## config.mk

```make
export PLATFORM = sky130hd
export DESIGN_NAME = fifo_irq_ctrl
export DESIGN_NICKNAME = d
export VERILOG_FILES = /design/src/rtl/fic_pkg.sv /design/src/rtl/fic_fifo.sv /design/src/rtl/fic_datapath.sv /design/src/rtl/fic_control.sv /design/src/rtl/fifo_irq_ctrl.sv
export SDC_FILE = /design/constraint.sdc
export NUM_CORES = 1
export LEC_CHECK = 0
export BUFFER_PORTS_ARGS = -buffer_cell sky130_fd_sc_hd__clkbuf_2
export CAP_MARGIN = 20
export CORE_ASPECT_RATIO = 1.1
export CORE_MARGIN = 5
export CORE_UTILIZATION = 65
export CTS_CLUSTER_SIZE = 14
export DETAILED_ROUTE_END_ITERATION = 12
export PLACE_DENSITY = 0.82
export SYNTH_ARGS = -nofsm -noshare
export SYNTH_HDL_FRONTEND = slang
export SYNTH_SLANG_ARGS = --single-unit
```

## constraint.sdc

```tcl
create_clock -name clk -period 5.1 [get_ports clk]
set_clock_uncertainty 0.15 [all_clocks]
set_input_delay 0.51 -clock clk [delete_from_list [all_inputs] [get_ports clk]]
set_output_delay 0.51 -clock clk [all_outputs]
set_load 0.1 [all_outputs]
```

## src/rtl/fic_pkg.sv

```systemverilog
package fic_pkg;
  localparam logic [2:0] ADDR_FCTL  = 3'd0;
  localparam logic [2:0] ADDR_FSTAT = 3'd1;
  localparam logic [2:0] ADDR_IEN   = 3'd2;
  localparam logic [2:0] ADDR_ISTAT = 3'd3;
  localparam logic [2:0] ADDR_TXD   = 3'd4;
  localparam logic [2:0] ADDR_RXD   = 3'd5;

  localparam int TRIG_W = 8;
  localparam int STAT_W = 14;
  localparam int STK_N  = 6;
  localparam int STK_LO = 8;

  // sticky indices (status bit = STK_LO + index)
  localparam int STK_RXOVF = 0;
  localparam int STK_RXUDR = 1;
  localparam int STK_TXOVF = 2;
  localparam int STK_TXUDR = 3;
  localparam int STK_DONE  = 4;
  localparam int STK_CSREL = 5;

  localparam logic [STAT_W-1:0] IEN_MASK = 14'h3F77;

  typedef struct packed {
    logic txPush;
    logic rxPop;
    logic txClear;
    logic rxClear;
  } fifoStrobeT;
endpackage

```

## src/rtl/fic_fifo.sv

```systemverilog
module fic_fifo #(
  parameter int DEPTH = 64,
  parameter int WIDTH = 8
) (
  input  logic                       clk,
  input  logic                       rstN,
  input  logic                       push,
  input  logic [WIDTH-1:0]           wrData,
  input  logic                       pop,
  input  logic                       clear,
  output logic [WIDTH-1:0]           rdData,
  output logic [$clog2(DEPTH+1)-1:0] count
);
  localparam int ADDR_W = (DEPTH > 1) ? $clog2(DEPTH) : 1;
  localparam int CNT_W  = $clog2(DEPTH+1);

  logic [WIDTH-1:0]  mem [DEPTH];
  logic [ADDR_W-1:0] wrPtr, rdPtr;
  logic              doPush, doPop, isFull, isEmpty;

  function automatic logic [ADDR_W-1:0] nextPtr(input logic [ADDR_W-1:0] p);
    return (p == ADDR_W'(DEPTH-1)) ? '0 : p + 1'b1;
  endfunction

  assign isFull  = (count == CNT_W'(DEPTH));
  assign isEmpty = (count == '0);
  assign doPush  = push && !isFull && !clear;
  assign doPop   = pop && !isEmpty && !clear;
  assign rdData  = isEmpty ? '0 : mem[rdPtr];

  always_ff @(posedge clk) begin
    if (doPush) mem[wrPtr] <= wrData;
  end

  always_ff @(posedge clk or negedge rstN) begin
    if (!rstN) begin
      wrPtr <= '0;
      rdPtr <= '0;
      count <= '0;
    end else if (clear) begin
      wrPtr <= '0;
      rdPtr <= '0;
      count <= '0;
    end else begin
      if (doPush) wrPtr <= nextPtr(wrPtr);
      if (doPop)  rdPtr <= nextPtr(rdPtr);
      case ({doPush, doPop})
        2'b10:   count <= count + 1'b1;
        2'b01:   count <= count - 1'b1;
        default: count <= count;
      endcase
    end
  end
endmodule

```

## src/rtl/fic_datapath.sv

```systemverilog
module fic_datapath import fic_pkg::*; #(
  parameter int DEPTH = 64,
  parameter int WIDTH = 8,
  localparam int CNT_W = $clog2(DEPTH+1)
) (
  input  logic             clk,
  input  logic             rstN,
  input  fifoStrobeT       strobes,
  input  logic [WIDTH-1:0] txWrData,
  input  logic             txPop,
  input  logic             rxPush,
  input  logic [WIDTH-1:0] rxPushData,
  output logic [WIDTH-1:0] txHead,
  output logic [WIDTH-1:0] rxHead,
  output logic [CNT_W-1:0] txCount,
  output logic [CNT_W-1:0] rxCount
);
  fic_fifo #(.DEPTH(DEPTH), .WIDTH(WIDTH)) u_txq (
    .clk(clk), .rstN(rstN),
    .push(strobes.txPush), .wrData(txWrData),
    .pop(txPop), .clear(strobes.txClear),
    .rdData(txHead), .count(txCount)
  );

  fic_fifo #(.DEPTH(DEPTH), .WIDTH(WIDTH)) u_rxq (
    .clk(clk), .rstN(rstN),
    .push(rxPush), .wrData(rxPushData),
    .pop(strobes.rxPop), .clear(strobes.rxClear),
    .rdData(rxHead), .count(rxCount)
  );
endmodule

```

## src/rtl/fic_control.sv

```systemverilog
module fic_control import fic_pkg::*; #(
  parameter int DEPTH = 64,
  parameter int WIDTH = 8,
  localparam int CNT_W = $clog2(DEPTH+1),
  localparam int CMP_W = TRIG_W + 1
) (
  input  logic              clk,
  input  logic              rstN,
  input  logic              regWrEn,
  input  logic              regRdEn,
  input  logic [2:0]        regAddr,
  input  logic [31:0]       regWrData,
  output logic [31:0]       regRdData,
  input  logic              txPop,
  input  logic              rxPush,
  input  logic              xferDone,
  input  logic              csRelease,
  input  logic [CNT_W-1:0]  txCount,
  input  logic [CNT_W-1:0]  rxCount,
  input  logic [WIDTH-1:0]  rxHead,
  output fifoStrobeT        strobes,
  output logic              irq,
  output logic [STK_N-1:0]  stickyBits,
  output logic [STAT_W-1:0] irqEnable,
  output logic              txRstPend,
  output logic              rxRstPend
);
  logic [TRIG_W-1:0] txTrig, rxTrig;
  logic wrFctl, wrIen, wrIstat, wrTxd, rdRxd;
  logic txFull, txEmpty, rxFull, rxEmpty, txReq, rxReady;
  logic [STK_N-1:0]  stkSet, stkClr;
  logic [STAT_W-1:0] statusWord;
  logic [CMP_W-1:0]  txCntX, rxCntX, txTrigX, rxTrigX;

  assign wrFctl  = regWrEn && (regAddr == ADDR_FCTL);
  assign wrIen   = regWrEn && (regAddr == ADDR_IEN);
  assign wrIstat = regWrEn && (regAddr == ADDR_ISTAT);
  assign wrTxd   = regWrEn && (regAddr == ADDR_TXD);
  assign rdRxd   = regRdEn && (regAddr == ADDR_RXD);

  assign txFull  = (txCount == CNT_W'(DEPTH));
  assign rxFull  = (rxCount == CNT_W'(DEPTH));
  assign txEmpty = (txCount == '0);
  assign rxEmpty = (rxCount == '0);

  assign txCntX  = CMP_W'(txCount);
  assign rxCntX  = CMP_W'(rxCount);
  assign txTrigX = CMP_W'(txTrig);
  assign rxTrigX = CMP_W'(rxTrig);
  assign txReq   = (txCntX <= txTrigX);
  assign rxReady = (rxCntX >= rxTrigX);

  assign strobes.txPush  = wrTxd && !txFull;
  assign strobes.rxPop   = rdRxd && !rxEmpty;
  assign strobes.txClear = txRstPend;
  assign strobes.rxClear = rxRstPend;

  always_comb begin
    stkSet = '0;
    stkSet[STK_RXOVF] = rxPush && rxFull;
    stkSet[STK_RXUDR] = rdRxd && rxEmpty;
    stkSet[STK_TXOVF] = wrTxd && txFull;
    stkSet[STK_TXUDR] = txPop && txEmpty;
    stkSet[STK_DONE]  = xferDone;
    stkSet[STK_CSREL] = csRelease;
    stkClr = wrIstat ? regWrData[STK_LO +: STK_N] : '0;
  end

  always_ff @(posedge clk or negedge rstN) begin
    if (!rstN) begin
      txTrig     <= '0;
      rxTrig     <= '0;
      txRstPend  <= 1'b0;
      rxRstPend  <= 1'b0;
      irqEnable  <= '0;
      stickyBits <= '0;
    end else begin
      txRstPend <= 1'b0;
      rxRstPend <= 1'b0;
      if (wrFctl) begin
        txTrig    <= regWrData[23:16];
        rxTrig    <= regWrData[7:0];
        txRstPend <= regWrData[31];
        rxRstPend <= regWrData[15];
      end
      if (wrIen) irqEnable <= regWrData[STAT_W-1:0] & IEN_MASK;
      stickyBits <= (stickyBits & ~stkClr) | stkSet;
    end
  end

  always_comb begin
    statusWord = '0;
    statusWord[0] = rxReady;
    statusWord[1] = rxEmpty;
    statusWord[2] = rxFull;
    statusWord[4] = txReq;
    statusWord[5] = txEmpty;
    statusWord[6] = txFull;
    statusWord[STK_LO +: STK_N] = stickyBits;
  end

  assign irq = |(statusWord & irqEnable);

  always_comb begin
    regRdData = '0;
    case (regAddr)
      ADDR_FCTL:  regRdData = {txRstPend, 7'b0, txTrig, rxRstPend, 7'b0, rxTrig};
      ADDR_FSTAT: begin
        regRdData[16 +: CNT_W] = txCount;
        regRdData[0  +: CNT_W] = rxCount;
      end
      ADDR_IEN:   regRdData[STAT_W-1:0] = irqEnable;
      ADDR_ISTAT: regRdData[STAT_W-1:0] = statusWord;
      ADDR_RXD:   regRdData[WIDTH-1:0]  = rxHead;
      default:    regRdData = '0;
    endcase
  end
endmodule

```

## src/rtl/fifo_irq_ctrl.sv

```systemverilog
module fifo_irq_ctrl import fic_pkg::*; #(
  parameter int DEPTH = 64,
  parameter int WIDTH = 8
) (
  input  logic             clk,
  input  logic             rstN,
  input  logic             regWrEn,
  input  logic             regRdEn,
  input  logic [2:0]       regAddr,
  input  logic [31:0]      regWrData,
  output logic [31:0]      regRdData,
  input  logic             txPop,
  output logic [WIDTH-1:0] txPopData,
  output logic             txPopValid,
  input  logic             rxPush,
  input  logic [WIDTH-1:0] rxPushData,
  input  logic             xferDone,
  input  logic             csRelease,
  output logic             irq
);
  localparam int CNT_W = $clog2(DEPTH+1);

  fifoStrobeT        strobes;
  logic [CNT_W-1:0]  txCount, rxCount;
  logic [WIDTH-1:0]  rxHead;
  logic [STK_N-1:0]  stickyBits;
  logic [STAT_W-1:0] irqEnable;
  logic              txRstPend, rxRstPend;

  assign txPopValid = (txCount != '0);

  fic_control #(.DEPTH(DEPTH), .WIDTH(WIDTH)) u_ctrl (
    .clk(clk), .rstN(rstN),
    .regWrEn(regWrEn), .regRdEn(regRdEn), .regAddr(regAddr),
    .regWrData(regWrData), .regRdData(regRdData),
    .txPop(txPop), .rxPush(rxPush),
    .xferDone(xferDone), .csRelease(csRelease),
    .txCount(txCount), .rxCount(rxCount), .rxHead(rxHead),
    .strobes(strobes), .irq(irq),
    .stickyBits(stickyBits), .irqEnable(irqEnable),
    .txRstPend(txRstPend), .rxRstPend(rxRstPend)
  );

  fic_datapath #(.DEPTH(DEPTH), .WIDTH(WIDTH)) u_dp (
    .clk(clk), .rstN(rstN), .strobes(strobes),
    .txWrData(regWrData[WIDTH-1:0]), .txPop(txPop),
    .rxPush(rxPush), .rxPushData(rxPushData),
    .txHead(txPopData), .rxHead(rxHead),
    .txCount(txCount), .rxCount(rxCount)
  );
endmodule

```

==> results of run 1 <==
[placed cells by master, fill, tap and decap left out, types with 16 or more instances in the layout]
| cell type | n |
|---|---|
| edfxtp_1 | 1024 |
| mux4_2 | 254 |
| nor2_1 | 207 |
| clkbuf_16 | 105 |
| mux2i_1 | 98 |
| nand2_1 | 77 |
| clkbuf_2 | 73 |
| dfrtp_1 | 69 |
| buf_4 | 55 |
| mux2_2 | 42 |
| o21ai_0 | 39 |
| o22ai_1 | 33 |
| nand3_1 | 32 |
| a21oi_1 | 29 |
| clkbuf_1 | 25 |
| dlygate4sd3_1 | 22 |
| inv_1 | 21 |
| nor3_1 | 21 |
| ha_1 | 21 |
| clkinv_2 | 21 |
| clkinv_1 | 19 |
| a211oi_1 | 16 |
| a22oi_1 | 16 |
[metrics by stage]
stage | instance area [µm²] | hold WS (ps)
after CTS | 49500 | 21.8
after global placement | 46000 | 334
after detailed placement | 46000 | 348
final | 49500 | 27.2
after floorplan | 44600 | 64.4
after global routing | 49500 | 23.1
[registers in the layout, indices dropped and copies added, names as in the netlist]
register and count:
u_dp.u_rxq.rdPtr 6, u_dp.u_txq.mem 512, u_ctrl.rxTrig 8, u_dp.u_txq.wrPtr 6, u_ctrl.txRstPend 1, u_ctrl.rxRstPend 1, u_dp.u_rxq.wrPtr 6, u_dp.u_txq.rdPtr 6
u_dp.u_rxq.mem 512, u_ctrl.irqEnable 12, u_ctrl.stickyBits 6, u_dp.u_txq.count 7, u_ctrl.txTrig 8, u_dp.u_rxq.count 7
[final cells by class]
cell class,instances,area [µm²],area share [%]
inverters,22,82.6,0.167
flip-flops and latches,1098,32600,65.8
repair buffers,160,1210,2.43
clock inverters,57,531,1.07
clock buffers,132,2750,5.55
well taps,918,1150,2.32
multi-input cells,1100,11200,22.6
diodes,1,2.50,0.00505
[power groups by stage]
| stage | logic (mW) | registers [mW] | clock network (mW) |
|---|---|---|---|
| after floorplan | 5.19 | 10.5 | 0 |
| after global placement | 6.35 | 11.0 | 0 |
| after detailed placement | 6.50 | 11.0 | 0 |
| after CTS | 6.69 | 10.8 | 7.50 |
| after global routing | 7.10 | 10.8 | 7.94 |
| final | 6.81 | 10.8 | 7.46 |
[metal layers]
layer / vias to the layer above / GRT usage (%)
li1: 9802 / -
met1: 12301 / 38.0
met2: 1721 / 49.4
met3: 337 / 5.53
met4: 0 / 12.6
met5: - / 0
[logic make-up after synthesis]
| family | share of synthesized area, % |
|---|---|
| compound gates | 3.25 |
| mux | 16.1 |
| simple gates | 4.71 |
| flops | 73.2 |
| xor+xnor | 0.374 |
| fa+ha+maj | 0.590 |
| other cells | 0.00842 |
| buf+inv | 1.72 |
[worst paths after layout]
check / endpoint / slack, ps / cells after the start
worst max-delay path: regRdData[0] / 240 / 7
worst min-delay path: u_ctrl.rxRstPend / 30 / 2
max in group asynchronous: u_dp.u_rxq.rdPtr[1] / 4030 / 3
min in group asynchronous: u_dp.u_txq.rdPtr[1] / 150 / 2
worst min register to register: u_ctrl.stickyBits[0] / 390 / 1
worst max register to register: u_dp.u_txq.mem[50][0] / 1360 / 6
[repair_timing]
| action | 4_1_cts | 5_1_grt |
|---|---|---|
| gates resized for setup | 0 | 0 |
| hold buffers | 22 | 0 |
| hold endpoints to repair | 96 | 0 |
==> summary.txt, run 1 <==
Drt
  • Wirelength, routed: 108,000 µm
  • Met2 Wirelength: 55,600 µm
  • WL/cell: 30.9 µm
  • DR vias: 24,161
  • Met3 wire len: 10,100 µm
  • DRC errors left: 0
  • First DRT Iteration DRCs: 3,351
  • TritonRoute pass-1 iters: 7
  • Post-DR vias/cell: 6.93
  • M1 WL: 36,500 µm
  • Final ANT Viol Nets: 0
  • DR top layer: met4

Yosys
  • Post-synth EDFFs: 1,024
  • Area leader, netlist: edfxtp_1
  • Netlist Area Pre-Place: 44,500 µm²
  • Post-synth top cells: edfxtp_1 (1,024), mux4_2 (254), nor2_1 (207), mux2i_1 (98), nand2_1 (77)
  • #FFs+latches synth: 1,098
  • Most common cell in the netlist: edfxtp_1
  • Post-Syn Area per Cell: 18.9 µm²
  • Synthesis Warnings: 0
  • Post-synth ARST share: 6.74%
  • Synth cell types: 73
  • Seq/Total Area, Yosys: 73.2%
  • Top_reg_cell synth: edfxtp_1
  • Ranking of synthesized cells by area: edfxtp_1 (69%), mux4_2 (13%), dfrtp_1 (4.2%)
  • Synth Instances: 2,360
  • Synth top area share: 69.1%

Place
  • RD Place Congestion: 0.867
  • Setup WS pre-CTS: 985 ps
  • Port Buffer Count: 76
  • HPWL Detailed: 60,400 µm
  • Placed cell count: 3,272

Critical path
  • CP Buf/Inv Count: 2
  • Crit path top cell by count: mux4_2
  • Arrival time of the worst setup path: 4200 ps
  • CP max stage cell: dfrtp_4
  • Critical Setup Path Class: flop to output port
  • Startpoint types: flop
  • CP Max Fanout: 45
  • Crit-path cells: buf_4 -> mux4_2 -> mux4_2 -> nor2b_1 -> o22ai_1 -> a21o_1 -> clkbuf_2
  • Kind of cell adding the most delay to the critical path: multiplexers
  • Kind of end point of the critical path: output port
  • Worst r2r src: u_dp.u_txq.count[1]
  • Critical path required time: 4440 ps
  • Slowest cell delay on critical path: 1000 ps
  • CP Launch Point: u_dp.u_rxq.rdPtr[0]

Die
  • Row count: 100
  • Starting density of the core: 65.7%
  • Num ports: 93
  • Chip Width: 260 µm
  • Full die area: 73,800 µm²
  • Die height: 285 µm
  • Core area: 67,800 µm²

Power and ir drop
  • Tot Pwr: 25.1 mW
  • Net Sw Frac: 32.0%
  • Reported net switching power: 8.01 mW
  • Flop pwr share: 43.0%
  • VDD IR max: 0.402 mV
  • Int Pwr: 17.0 mW
  • Clock share of power: 29.8%
  • Pwr Density: 506 nW/µm²
  • Portion of total power attributed to combinational logic: 27.2%
  • Static Leak: 16.0 nW

STA
  • Final WS setup: 242 ps
  • Worst Tran Pin Value: 1100 ps
  • Fmax: 206 MHz
  • RSZ-0062 raised after global routing: false
  • Rel. slew slack: 26.3%
  • Fin crit period: 4860 ps
  • Setup_tns: 0 ps
  • Final setup fails: 0
  • Final Hold Fails: 0
  • Max-slew violations: 0
  • Ratio of final minimum period to clock period: 95.2%

Layout
  • Util after Layout: 73.1%
  • Fraction of layout cells with a size suffix above 1: 23.6%
  • Layout fillers: 3,731
  • Nets@finish: 2,557
  • P&R area growth vs syn: 11.3%
  • Fin cells: 3,488

Clocking
  • CTS Buf Count: 103
  • H-tree depth: 3
  • Postcts setup bufs: 0
  • Buffer depth of the longest clock path: 3
  • CTS tree: done
  • Clk sinks: 1,098
  • Clk Latency, worst-skew pair: 680 ps
  • Clock transition at the registers of the reported paths: 60 ps
  • CTS root buf: clkbuf_16

Global routing
  • Vias in the first global route: 24,539
  • Grt ovf: 0
  • Largest net degree at the start of global routing: 75
  • First-pass GRT wire length: 161,000 µm
  • Antenna violations before repair: 3
  • Global-route usage over all layers: 29.3%

Job
  • Max-cap violations: 0

Min path
  • Hold Crit Class: input pin to flop
  • Hold wc startpoint: regWrEn

Outcome
  • Status: completed
No activity file was read; power rests on OpenSTA's default activity.
==> run 2, diff against run 1 <==
Settings changed: ABC_AREA set to 1.
==> run 2 against run 1 <==
Worst setup slack improved by 89 ps; via count rose by 27%; fmax rose by 1.9%; first-iteration DRC count rose by 23%.
==> summary.txt, run 2 <==
Outcome
  • Status: completed

Min path
  • Hold Crit Class: input pin to flop
  • Hold wc startpoint: regRdEn

Yosys
  • Seq/Total Area, Yosys: 71.5%
  • Post-synth EDFFs: 1,024
  • Area leader, netlist: edfxtp_1
  • Ranking of synthesized cells by area: edfxtp_1 (67%), o21ai_0 (4.5%), nor2_1 (4.3%)
  • Post-Syn Area per Cell: 12.3 µm²
  • Post-synth top cells: edfxtp_1 (1,024), nor2_1 (523), nand2_1 (451), o21ai_0 (414), nand3_1 (224)
  • Post-synth ARST share: 6.74%
  • Top_reg_cell synth: edfxtp_1
  • Synth top area share: 67.4%
  • #FFs+latches synth: 1,098
  • Synthesis Warnings: 0
  • Netlist Area Pre-Place: 45,600 µm²
  • Synth cell types: 49
  • Most common cell in the netlist: edfxtp_1
  • Synth Instances: 3,694

Critical path
  • Worst r2r src: u_dp.u_txq.count[4]
  • Terminus of the critical flop-to-flop path: u_dp.u_txq.mem[38][3]
  • Worst R2R Setup Slack: 1490 ps
  • CP endpoint: regRdData[0]
  • Path depth of the worst reg2reg path: 8
  • CP Max Fanout: 55
  • Critical Setup Path Class: flop to output port
  • Kind of end point of the critical path: output port
  • Arrival time of the worst setup path: 4110 ps
  • Critical path required time: 4440 ps
  • Startpoint types: flop
  • CP Launch Point: u_dp.u_rxq.rdPtr[0]

STA
  • Fin crit period: 4770 ps
  • Final Hold Fails: 0
  • Ratio of final minimum period to clock period: 93.5%
  • Fmax: 210 MHz
  • RSZ-0062 raised after global routing: false
  • Setup_tns: 0 ps
  • Final WS setup: 332 ps
  • Final setup fails: 0
  • Worst Tran Pin Value: 1070 ps
  • Rel. slew slack: 28.6%
  • Max-slew violations: 0
  • Hold WS: 82.8 ps

Clocking
  • Postcts setup bufs: 0
  • CTS root buf: clkbuf_16
  • Hold buffer count at cts: 22
  • CTS tree: done
  • Clock transition at the registers of the reported paths: 60 ps
  • Clk Latency, worst-skew pair: 680 ps
  • Clk sinks: 1,098
  • H-tree depth: 3
  • CTS Buf Count: 103
  • CTS resizes: 0
  • Buffer depth of the longest clock path: 3

Drt
  • First DRT Iteration DRCs: 4,125
  • Wirelength, routed: 112,000 µm
  • DR vias: 30,704
  • Post-DR vias/cell: 6.47
  • DRC errors left: 0
  • WL/cell: 23.6 µm
  • TritonRoute pass-1 iters: 8
  • Final ANT Viol Nets: 0

Layout
  • Nets@finish: 3,801
  • P&R area growth vs syn: 9.86%
  • Util after Layout: 72.4%
  • Layout fillers: 4,285
  • Fraction of layout cells with a size suffix above 1: 8.78%
  • Largest registers: u_dp.u_rxq.mem x512, u_dp.u_txq.mem x512, u_ctrl.irqEnable x12
  • Most common cell after layout, fill and taps aside: edfxtp_1
  • Most frequent cells in the layout: edfxtp_1 (1,024), nor2_1 (523), nand2_1 (450)
  • Final Instance Area: 50,100 µm²
  • Area occupied by multi-input gates: 11,300 µm²
  • Sequential cell area: 32,600 µm²
  • Ant. Diodes: 0

Global routing
  • First-pass GRT wire length: 170,000 µm
  • Vias in the first global route: 29,484
  • Grt ovf: 0
  • Global-route usage over all layers: 28.9%
  • Antenna violations before repair: 0
  • Largest net degree at the start of global routing: 263

Place
  • Port Buffer Count: 76
  • HPWL Detailed: 63,200 µm
  • Setup WS pre-CTS: 1140 ps
  • RD Place Congestion: 0.918
  • Placed cell area: 46,600 µm²

Power and ir drop
  • Net Sw Frac: 36.6%
  • Portion of total power attributed to combinational logic: 30.6%
  • VDD IR max: 0.487 mV
  • Pwr Density: 518 nW/µm²
  • Reported net switching power: 9.50 mW
  • Int Pwr: 16.5 mW
  • Flop pwr share: 40.7%
  • Clock share of power: 28.7%
  • Static Leak: 17.3 nW

Die
  • Num ports: 93
  • Full die area: 75,600 µm²
  • Row count: 101
  • Chip Width: 263 µm
  • Die height: 288 µm
  • Starting density of the core: 65.9%
  • Core area: 69,300 µm²

Job
  • Max-cap violations: 0
## run 2: layout make-up
class	count	area share (%)
clock buffers	137	5.61
clock inverters	54	0.969
inverters	160	1.21
multi-input cells	2216	22.5
flip-flops and latches	1098	65.1
well taps	927	2.31
repair buffers	150	2.27
## run 2: cells by family (layout without fill, tap and decap cells)
kind of cell    Yosys count  count (layout)  share of synthesized area, %
fa+ha+maj                21              21                         0.576
compound gates          857             857                          11.1
buf+inv                 387             501                          3.84
xor+xnor                 14              14                         0.269
mux                      51              51                          1.12
other cells               1               8                       0.00822
flops                  1098            1098                          71.5
simple gates           1265            1265                          11.6
## run 2: power by group through the flow
stage	logic, mW	clock network, mW	registers, mW
4_1_cts	7.79	7.49	10.5
3_5_place_dp	7.67	0	10.7
2_1_floorplan	5.65	0	10.5
5_1_grt	8.51	7.90	10.6
6_report	7.95	7.46	10.6
3_3_place_gp	7.46	0	10.7
## run 2: worst min path at each step
stage | depth (start not counted) | to | slack (ps)
floorplan | 0 | u_ctrl.irqEnable[0] | 60
global placement | 2 | u_ctrl.rxTrig[6] | 320
detailed placement | 2 | u_ctrl.rxTrig[2] | 340
CTS | 3 | u_ctrl.stickyBits[1] | 60
global route | 3 | u_ctrl.stickyBits[1] | 90
finish | 3 | u_ctrl.stickyBits[1] | 80
## run 2: stage by stage
| step | instances | power [mW] |
|---|---|---|
| final | 4742 | 26.0 |
| after floorplan | 3701 | 16.1 |
| after global placement | 4528 | 18.2 |
| after global routing | 4742 | 27.0 |
| after CTS | 4741 | 25.8 |
| after detailed placement | 4528 | 18.4 |
## run 2: per-layer routing
metal  part of all wire (%)  GRT usage [%]
met1                     35           37.5
met2                     49           48.2
met3                     10           4.90
met4                    5.7           14.4
met5                      0              0
## run 2: critical path: stages (launching register included)
cell and delay, ps:
dfrtp_4 700, inv_4 540, buf_4 450, a21boi_0 180
o22ai_1 230, inv_1 60, nand2_1 70, nand2_1 60
nand2_1 70, nand2_1 50, nand3_1 90, nand3_1 190
nand2_1 200, clkbuf_2 480
